File: config.mk
export PLATFORM = sky130hd
export DESIGN_NAME = flt_to_sfix
export DESIGN_NICKNAME = d
export VERILOG_FILES = /design/src/rtl/flt_fix_pkg.sv /design/src/rtl/fx_unpack.sv /design/src/rtl/fx_shift_round.sv /design/src/rtl/fx_sign_sat.sv /design/src/rtl/flt_to_sfix.sv
export SDC_FILE = /design/constraint.sdc
export NUM_CORES = 1
export LEC_CHECK = 0
export BUFFER_PORTS_ARGS = -buffer_cell sky130_fd_sc_hd__buf_2
export CAP_MARGIN = 20
export CORE_MARGIN = 2
export CORE_UTILIZATION = 30
export DETAILED_ROUTE_END_ITERATION = 16
export SLEW_MARGIN = 10
export SYNTH_ARGS = -nofsm -noshare
export SYNTH_HDL_FRONTEND = slang
export SYNTH_SLANG_ARGS = --single-unit
File: constraint.sdc
create_clock -name clk -period 23.1 [get_ports clk]
set_clock_uncertainty 0.1 [all_clocks]
set_input_delay 0 -clock clk [delete_from_list [all_inputs] [get_ports clk]]
set_output_delay 0 -clock clk [all_outputs]
set_load 0.01 [all_outputs]
File: src/rtl/flt_fix_pkg.sv
package flt_fix_pkg;
  localparam int FP_EXP_W = 8;
  localparam int FP_MAN_W = 23;
  localparam int FP_W     = 1 + FP_EXP_W + FP_MAN_W;
  localparam int SIG_W    = FP_MAN_W + 1;
  localparam int FP_BIAS  = (1 << (FP_EXP_W - 1)) - 1;

  typedef struct packed {
    logic                sign;
    logic [FP_EXP_W-1:0] expo;
    logic [FP_MAN_W-1:0] frac;
  } fp_word_t;
endpackage

File: src/rtl/fx_unpack.sv
module fx_unpack
  import flt_fix_pkg::*;
#(
  parameter int OUT_W  = 32,
  parameter int FRAC_W = 16,
  localparam int SH_W  = $clog2(OUT_W)
) (
  input  logic [FP_W-1:0]  word,
  output logic             sign,
  output logic [SIG_W-1:0] sig,
  output logic             go_left,
  output logic [SH_W-1:0]  shamt,
  output logic             is_nan,
  output logic             is_big
);
  localparam int ALIGN   = FP_MAN_W - FRAC_W;
  localparam int SAT_EXP = FP_BIAS + OUT_W - FRAC_W - 1;
  localparam int MAX_SH  = OUT_W - 1;

  fp_word_t f;
  int       sc;

  always_comb begin
    f      = fp_word_t'(word);
    sign   = f.sign;
    sig    = (f.expo != '0) ? {1'b1, f.frac} : '0;
    is_nan = (f.expo == '1) && (f.frac != '0);
    is_big = (int'(f.expo) >= SAT_EXP) && !is_nan;
    sc     = int'(f.expo) - FP_BIAS - ALIGN;
    if (sc > MAX_SH)  sc = MAX_SH;
    if (sc < -MAX_SH) sc = -MAX_SH;
    go_left = (sc >= 0);
    shamt   = go_left ? SH_W'(sc) : SH_W'(-sc);
  end

  always_comb begin
    if (f.expo == '0)
      assert_zero_sig_R2: assert (sig == '0) else $error("R2: significand not cleared");
  end
endmodule

File: src/rtl/fx_shift_round.sv
module fx_shift_round
  import flt_fix_pkg::*;
#(
  parameter int OUT_W      = 32,
  parameter int ROUND_IMPL = 0,
  localparam int SH_W      = $clog2(OUT_W)
) (
  input  logic [SIG_W-1:0] sig,
  input  logic             go_left,
  input  logic [SH_W-1:0]  shamt,
  output logic [OUT_W-1:0] mag
);
  localparam int EXT_W = SIG_W + OUT_W;

  logic [EXT_W-1:0] ext;
  logic [OUT_W-1:0] trunc;
  logic [OUT_W-1:0] left;
  logic [OUT_W-1:0] rounded;
  logic             rbit;
  logic             sticky;

  always_comb begin
    ext    = {sig, {OUT_W{1'b0}}} >> shamt;
    trunc  = OUT_W'(ext[EXT_W-1:OUT_W]);
    rbit   = ext[OUT_W-1];
    sticky = |ext[OUT_W-2:0];
    left   = OUT_W'(sig) << shamt;
  end

  generate
    if (ROUND_IMPL == 0) begin : g_cond_inc
      always_comb rounded = trunc + OUT_W'(rbit & (sticky | trunc[0]));
    end else begin : g_inc_clear
      logic [OUT_W-1:0] bumped;
      always_comb begin
        bumped  = trunc + OUT_W'(rbit);
        rounded = (rbit && !sticky) ? (bumped & ~OUT_W'(1)) : bumped;
      end
    end
  endgenerate

  assign mag = go_left ? left : rounded;

  always_comb begin
    if (!go_left && !rbit)
      assert_below_half_keep_R5: assert (rounded == trunc) else $error("R5: rounded below half");
    if (!go_left && rbit && !sticky)
      assert_tie_even_R4: assert (!rounded[0]) else $error("R4: tie not even");
    if (!go_left && rbit && sticky)
      assert_above_half_up_R3: assert (rounded == trunc + OUT_W'(1)) else $error("R3: no round up");
    if (go_left && int'(shamt) <= OUT_W - SIG_W)
      assert_left_lossless_R1: assert ((left >> shamt) == OUT_W'(sig)) else $error("R1: bits lost");
  end
endmodule

File: src/rtl/fx_sign_sat.sv
module fx_sign_sat #(
  parameter int OUT_W = 32
) (
  input  logic             sign,
  input  logic             is_nan,
  input  logic             is_big,
  input  logic [OUT_W-1:0] mag,
  output logic [OUT_W-1:0] res
);
  localparam logic [OUT_W-1:0] POS_MAX = {1'b0, {(OUT_W-1){1'b1}}};
  localparam logic [OUT_W-1:0] NEG_MIN = {1'b1, {(OUT_W-1){1'b0}}};

  always_comb begin
    if (is_nan)      res = '0;
    else if (is_big) res = sign ? NEG_MIN : POS_MAX;
    else if (sign)   res = -mag;
    else             res = mag;
  end

  always_comb begin
    if (is_big && !is_nan)
      assert_sat_sign_R7: assert (res[OUT_W-1] == sign) else $error("R7: saturation sign");
    if (!is_big && !is_nan && mag != '0)
      assert_neg_sign_R6: assert (res[OUT_W-1] == sign) else $error("R6: result sign");
    if (is_nan)
      assert_nan_zero_R8: assert (res == '0) else $error("R8: NaN not zero");
  end
endmodule

File: src/rtl/flt_to_sfix.sv
module flt_to_sfix
  import flt_fix_pkg::*;
#(
  parameter int OUT_W      = 32,
  parameter int FRAC_W     = 16,
  parameter int ROUND_IMPL = 0
) (
  input  logic             clk,
  input  logic             rst,
  input  logic             in_valid,
  output logic             in_ready,
  input  logic [FP_W-1:0]  in_data,
  output logic             out_valid,
  input  logic             out_ready,
  output logic [OUT_W-1:0] out_data
);
  localparam int SH_W = $clog2(OUT_W);

  logic             sign, go_left, is_nan, is_big;
  logic [SIG_W-1:0] sig;
  logic [SH_W-1:0]  shamt;
  logic [OUT_W-1:0] mag, res;

  fx_unpack #(.OUT_W(OUT_W), .FRAC_W(FRAC_W)) u_unpack (
    .word(in_data), .sign(sign), .sig(sig), .go_left(go_left),
    .shamt(shamt), .is_nan(is_nan), .is_big(is_big)
  );

  fx_shift_round #(.OUT_W(OUT_W), .ROUND_IMPL(ROUND_IMPL)) u_round (
    .sig(sig), .go_left(go_left), .shamt(shamt), .mag(mag)
  );

  fx_sign_sat #(.OUT_W(OUT_W)) u_sat (
    .sign(sign), .is_nan(is_nan), .is_big(is_big), .mag(mag), .res(res)
  );

  assign in_ready = !out_valid || out_ready;

  always_ff @(posedge clk) begin
    if (rst) begin
      out_valid <= 1'b0;
    end else if (in_ready) begin
      out_valid <= in_valid;
    end
    if (!rst && in_valid && in_ready) out_data <= res;
  end

  assert_reset_clears_R11: assert property (@(posedge clk) rst |=> !out_valid)
    else $error("R11: out_valid after reset");

  assert_stall_hold_R10: assert property (@(posedge clk) disable iff (rst)
    out_valid && !out_ready |=> out_valid && $stable(out_data))
    else $error("R10: output moved under stall");

  assert_accept_latency_R10: assert property (@(posedge clk) disable iff (rst)
    in_valid && in_ready |=> out_valid)
    else $error("R10: accepted word not presented");
endmodule

# After elaboration in Yosys (flattened, before gate mapping)
# Cells that the tools add are included.
# op_classes
n_eq_ne	1
bitwise_logic	2
n_mul	0
n_addsub	5
n_shift	2
n_reduce_logical	11
order_cmp	4
n_div	0
muxes	8
# ops
cell	count
$mux W32	6
$shr A56 B5 Y56	1
$add A24 B32 Y32	1
$and A1 B32 Y32	1
$ge A32 B1 Y1 const B	1
$gt A32 B6 Y1 const B	1
$lt A32 B6 Y1 const B	1
$neg A32 Y32	1
$shl A24 B5 Y32	1
$sub A32 B4 Y32 const B	1
$reduce_or A31 Y1	1
$mux W24	1
$reduce_bool A23 Y1	1
$sub A8 B7 Y9 const B	1
$eq A8 B8 Y1 const B	1
$ge A8 B8 Y1 const B	1
$reduce_bool A8 Y1	1
$mux W5	1
$neg A5 Y5	1
$logic_and A1 B1 Y1	4
$logic_not A1 Y1	3
$logic_or A1 B1 Y1	1
$or A1 B1 Y1	1
# totals
wordCells	35
regBits	33
mem_bits_ro	0
mem_bits_rw	0
latchBits	0
output_inout_bits	34
n_memories	0

# Logic depth before layout (Yosys ltp)
# depth
depth_word	17
depth_mapped	49

# Modules after synthesis
# A second synthesis with hierarchy kept.
# hier_totals
cells_unflattened	951
area_unflattened_um2	7333.3
# by_module_without_submodules
module	instances	cells_each	area_per_inst_um2
fx_shift_round	1	549	3946.3
fx_sign_sat	1	215	1283.7
fx_unpack	1	150	1087.3
flt_to_sfix	1	37	1016.0

# Worst setup path after synthesis
# OpenSTA, ideal clock, no wires.
# synth_path
path_type	input port to flip-flop
startpoint	input port in_data[23]
endpoint	register out_data[28], data pin
setup_ns	0.266
required_time_ns	22.734
path_buffers	9
cell_stages	48
path_slack_ns	13.276
arrival_ns	9.458
path_cell_list	ha_1 nand2_1 or3_1 xnor2_1 nor2_1 nand3_1 ha_1 nand4b_1 nor4_1 nand4_1 a311oi_1 nor2_1 a21oi_1 nand4_1 ha_1 a211oi_2 o21ai_1 buf_6 [... 12 more ...] buf_2 nand3_1 o21ai_0 a32o_1 o32ai_1 clkbuf_1 nor2_1 ha_1 a22oi_1 ha_1 o2111ai_1 nand3b_1 a211o_1 and4b_1 clkbuf_1 nand4_1 o21ai_1 or3b_1
# synth_via
elab_chain_len	17
word_cells_on_any_way	26
classes_between	add/sub: 5; order compare: 4; eq/ne: 1; shift: 2; mux: 7; bitwise: 2; reduce/logical: 5
# synth_rtl
element	line	rtl
from (decl)	flt_to_sfix.sv:12	input logic [FP_W-1:0] in_data,
$sub A8 B7 Y9	fx_unpack.sv:29	sc = int'(f.expo) - FP_BIAS - ALIGN;
$sub A32 B4 Y32	fx_unpack.sv:29	
$gt A32 B6 Y1	fx_unpack.sv:30	if (sc > MAX_SH) sc = MAX_SH;
$mux W32	fx_unpack.sv:30	
$lt A32 B6 Y1	fx_unpack.sv:31	if (sc < -MAX_SH) sc = -MAX_SH;
$mux W32	fx_unpack.sv:31	
$ge A32 B1 Y1 or $neg A5 Y5 (tied branches)	fx_unpack.sv:32, fx_unpack.sv:33	
$mux W5	fx_unpack.sv:33	shamt = go_left ? SH_W'(sc) : SH_W'(-sc);
$shr A56 B5 Y56	fx_shift_round.sv:23	ext = {sig, {OUT_W{1'b0}}} >> shamt;
$reduce_or A31 Y1	fx_shift_round.sv:26	sticky = |ext[OUT_W-2:0];
$or A1 B1 Y1	fx_shift_round.sv:32	always_comb rounded = trunc + OUT_W'(rbit & (sticky | trunc[0]));
$and A1 B32 Y32	fx_shift_round.sv:32	
$add A24 B32 Y32	fx_shift_round.sv:32	
$mux W32	fx_shift_round.sv:42	assign mag = go_left ? left : rounded;
$neg A32 Y32	fx_sign_sat.sv:16	else if (sign) res = -mag;
$mux W32	fx_sign_sat.sv:16	
$mux W32	fx_sign_sat.sv:15	else if (is_big) res = sign ? NEG_MIN : POS_MAX;
to (signal assigned)	flt_to_sfix.sv:45	if (!rst && in_valid && in_ready) out_data <= res;
to (decl)	flt_to_sfix.sv:15	output logic [OUT_W-1:0] out_data
# Several ways; a longest one is shown, not always the timed one.
# A chain may end at the register's enable or synchronous reset.

# Final worst setup path
# Same ends and word-level chain as after synthesis.

==> summary.txt <==
Max Freq - 83.8 MHz
RSZ-0062 raised after global routing - no
top-count cell post-synth - nand2_1
DR iter-0 viols - 1031
Post-synth top cells - 126 x nand2_1, 98 x nor2_1, 75 x mux2i_1
worst skew pair latency - 0.28 ns
endpoints failing hold - 0
clk sinks - 33
Final Setup Violations - 0
EDFF count, synth - 32
Seq/Total Area, Yosys - 0.120
Peak VDD IR - 0.0285 mV
outcome - completed
Yosys cell types - 103
final WL - 32.5 mm
first-pass GRT wire length - 50.9 mm
fin nets - 1200
Buffers on Ports - 69
fillers - 2891
post-route setup TNS - 0 ns
flops & latches, synth - 33
H-tree levels - 2
vias per cell - 6.53
Remaining DRCs - 0
layout cell share with drive strength beyond 1 - 0.138
total CTS buffers - 5
period utilization - 0.517
ys async rst share - 0
row count - 60
number of max-cap violations - 0
Ports - 70
die area - 28600 µm²
routability cong. - 1.02
Post-CTS Setup Inserts - 0
leading area contributor after synthesis - edfxtp_1
Crit path largest cell delay - 0.56 ns
Max-slew headroom - 0.325
Top cell by count, worst path - ha_1
synthesis-to-layout area growth - 7.90%
Pwr Density - 56.4 nW/µm²
WHS - 0.200 ns
CTS tree - done
Slew @ Worst Pin - 1.00 ns
Bufs on Longest Clock Path - 2
DIE HEIGHT - 169 µm
vias in the first global route - 9130
# hold bufs at CTS - 2
Pre-antenna DRT Iters - 7
max-slew violations - 0
WP data required - 23.02 ns
post-CTS sizing - 0
clk slew on worst S/H paths - 0.05 ns
GR Overflow Total - 0
Primary FF master, synth - edfxtp_1
min cycle time layout - 11.93 ns
Initial Util - 0.304
top cells by area, synth - edfxtp_1 12%, mux2i_1 9.2%, nand2_1 5.8%, nor2_1 4.5%, nand3_1 4.2%
worst-path cell with the longest stage delay - buf_4
Yosys warning count - 0
dpl ws - 10.89 ns
CP Launch Type - input port
Cells after Synth - 1152
Net Count, Synth - 1204
Hold Path Class - in -> out
initial antenna violation count - 2
crit end category - flip-flop
WL per Instance - 21.8 µm
crit path max fanout - 54
Design Power - 0.497 mW
Avg Cell Area, Syn - 7.09 µm²
Final ANT Viol Nets - 0
DR vias - 9731
worst setup margin - 11.17 ns
Setup Crit Path Kind - in -> reg
Mapped Area - 8170 µm²
HPWL after detailed placement - 24.6 mm
pin count of the biggest net entering global routing - 60
core region area - 26900 µm²
P_leak - 3.29 nW
root buffer cell - clkbuf_16
width of the die - 169 µm
Yosys top cell area share - 0.118
GRT Overall Usage - 0.221
Worst EP arrival - 11.86 ns
==> worst max-delay path: cells and delay by family <==
family	cells	cell delay, ns
buffers and inverters	4	1.56
and+or+nand+nor	19	4.72
xor gates and xnor gates	1	0.19
adders and majority gates	5	1.77
AOI/OAI and AO/OA	13	3.58
==> area by class of cell <==
cell class	instances	area [µm²]	area share
Multi-Input combinational cell	1003	6690	0.759
Timing Repair Buffer	86	478	0.0542
Tap cell	341	427	0.0484
Clock inverter	2	33.8	0.00383
Inverter	19	73.8	0.00837
Antenna cell	1	2.50	0.000284
Sequential cell	33	981	0.111
Clock buffer	6	129	0.0146
==> sequential cells by signal, indices dropped and copies added, names as in the netlist <==
register   count
out_data      32
out_valid      1
==> report_power, final <==
part           internal (mW)  switching, mW  leakage, nW  total, mW
clock network         0.0504         0.0229       0.0785     0.0733
logic                  0.117          0.233         2.90      0.349
registers             0.0738       0.000844        0.308     0.0746
total                  0.241          0.256         3.29      0.497
==> kinds of logic after synthesis <==
kind of cell	synth area share
buffers and inverters	0.0662
AO/OA/AOI/OAI	0.322
XOR/XNOR	0.0225
adder cells (fa/ha/maj)	0.0245
flip-flops	0.120
AND/OR/NAND/NOR	0.315
multiplexers	0.130
==> stage by stage <==
stage,utilization,instances,instance area (µm²)
finish,0.328,1491,8820
global route,0.328,1490,8810
CTS,0.328,1490,8810
detailed placement,0.321,1480,8620
global placement,0.321,1480,8620
floorplan,-,1152,8170
==> metal layers <==
metal / vias up / track usage / share of wire
met5: - / 0 / 0.00083
li1: 4498 / - / -
met4: 4 / 0.135 / 0.066
met3: 129 / 0.0383 / 0.080
met2: 518 / 0.349 / 0.44
met1: 4582 / 0.282 / 0.41
==> path summary, 6_finish.rpt <==
| path | startpoint | endpoint | slack (ns) | cells past startpoint |
|---|---|---|---|---|
| min | out_ready | in_ready | 0.20 | 4 |
| min reg2reg | out_valid$_SDFFE_PP0P_ | out_data[0]$_SDFFCE_PP0P_ | 0.98 | 3 |
| max | in_data[23] | out_data[28]$_SDFFCE_PP0P_ | 11.17 | 42 |
| max reg2reg | out_valid$_SDFFE_PP0P_ | out_data[20]$_SDFFCE_PP0P_ | 21.65 | 3 |
==> layout by cell type, fill, tap and decap left out, types with 10 or more instances in the layout <==
cell	count
buf_4	15
ha_1	16
and3_1	17
o21ai_0	53
a211oi_1	28
a31oi_1	12
mux2_2	24
edfxtp_1	32
o21a_1	10
nor4_1	27
nand2_1	125
a21oi_1	62
a211o_1	13
nor2_1	98
nand3_1	68
nor3_1	56
xor2_1	10
o211ai_1	28
buf_2	69
xnor2_1	11
mux2i_1	75
or3_1	10
inv_1	17
and2_1	17
nand4_1	20
o22ai_1	15
No activity file was read; power rests on OpenSTA's default activity.
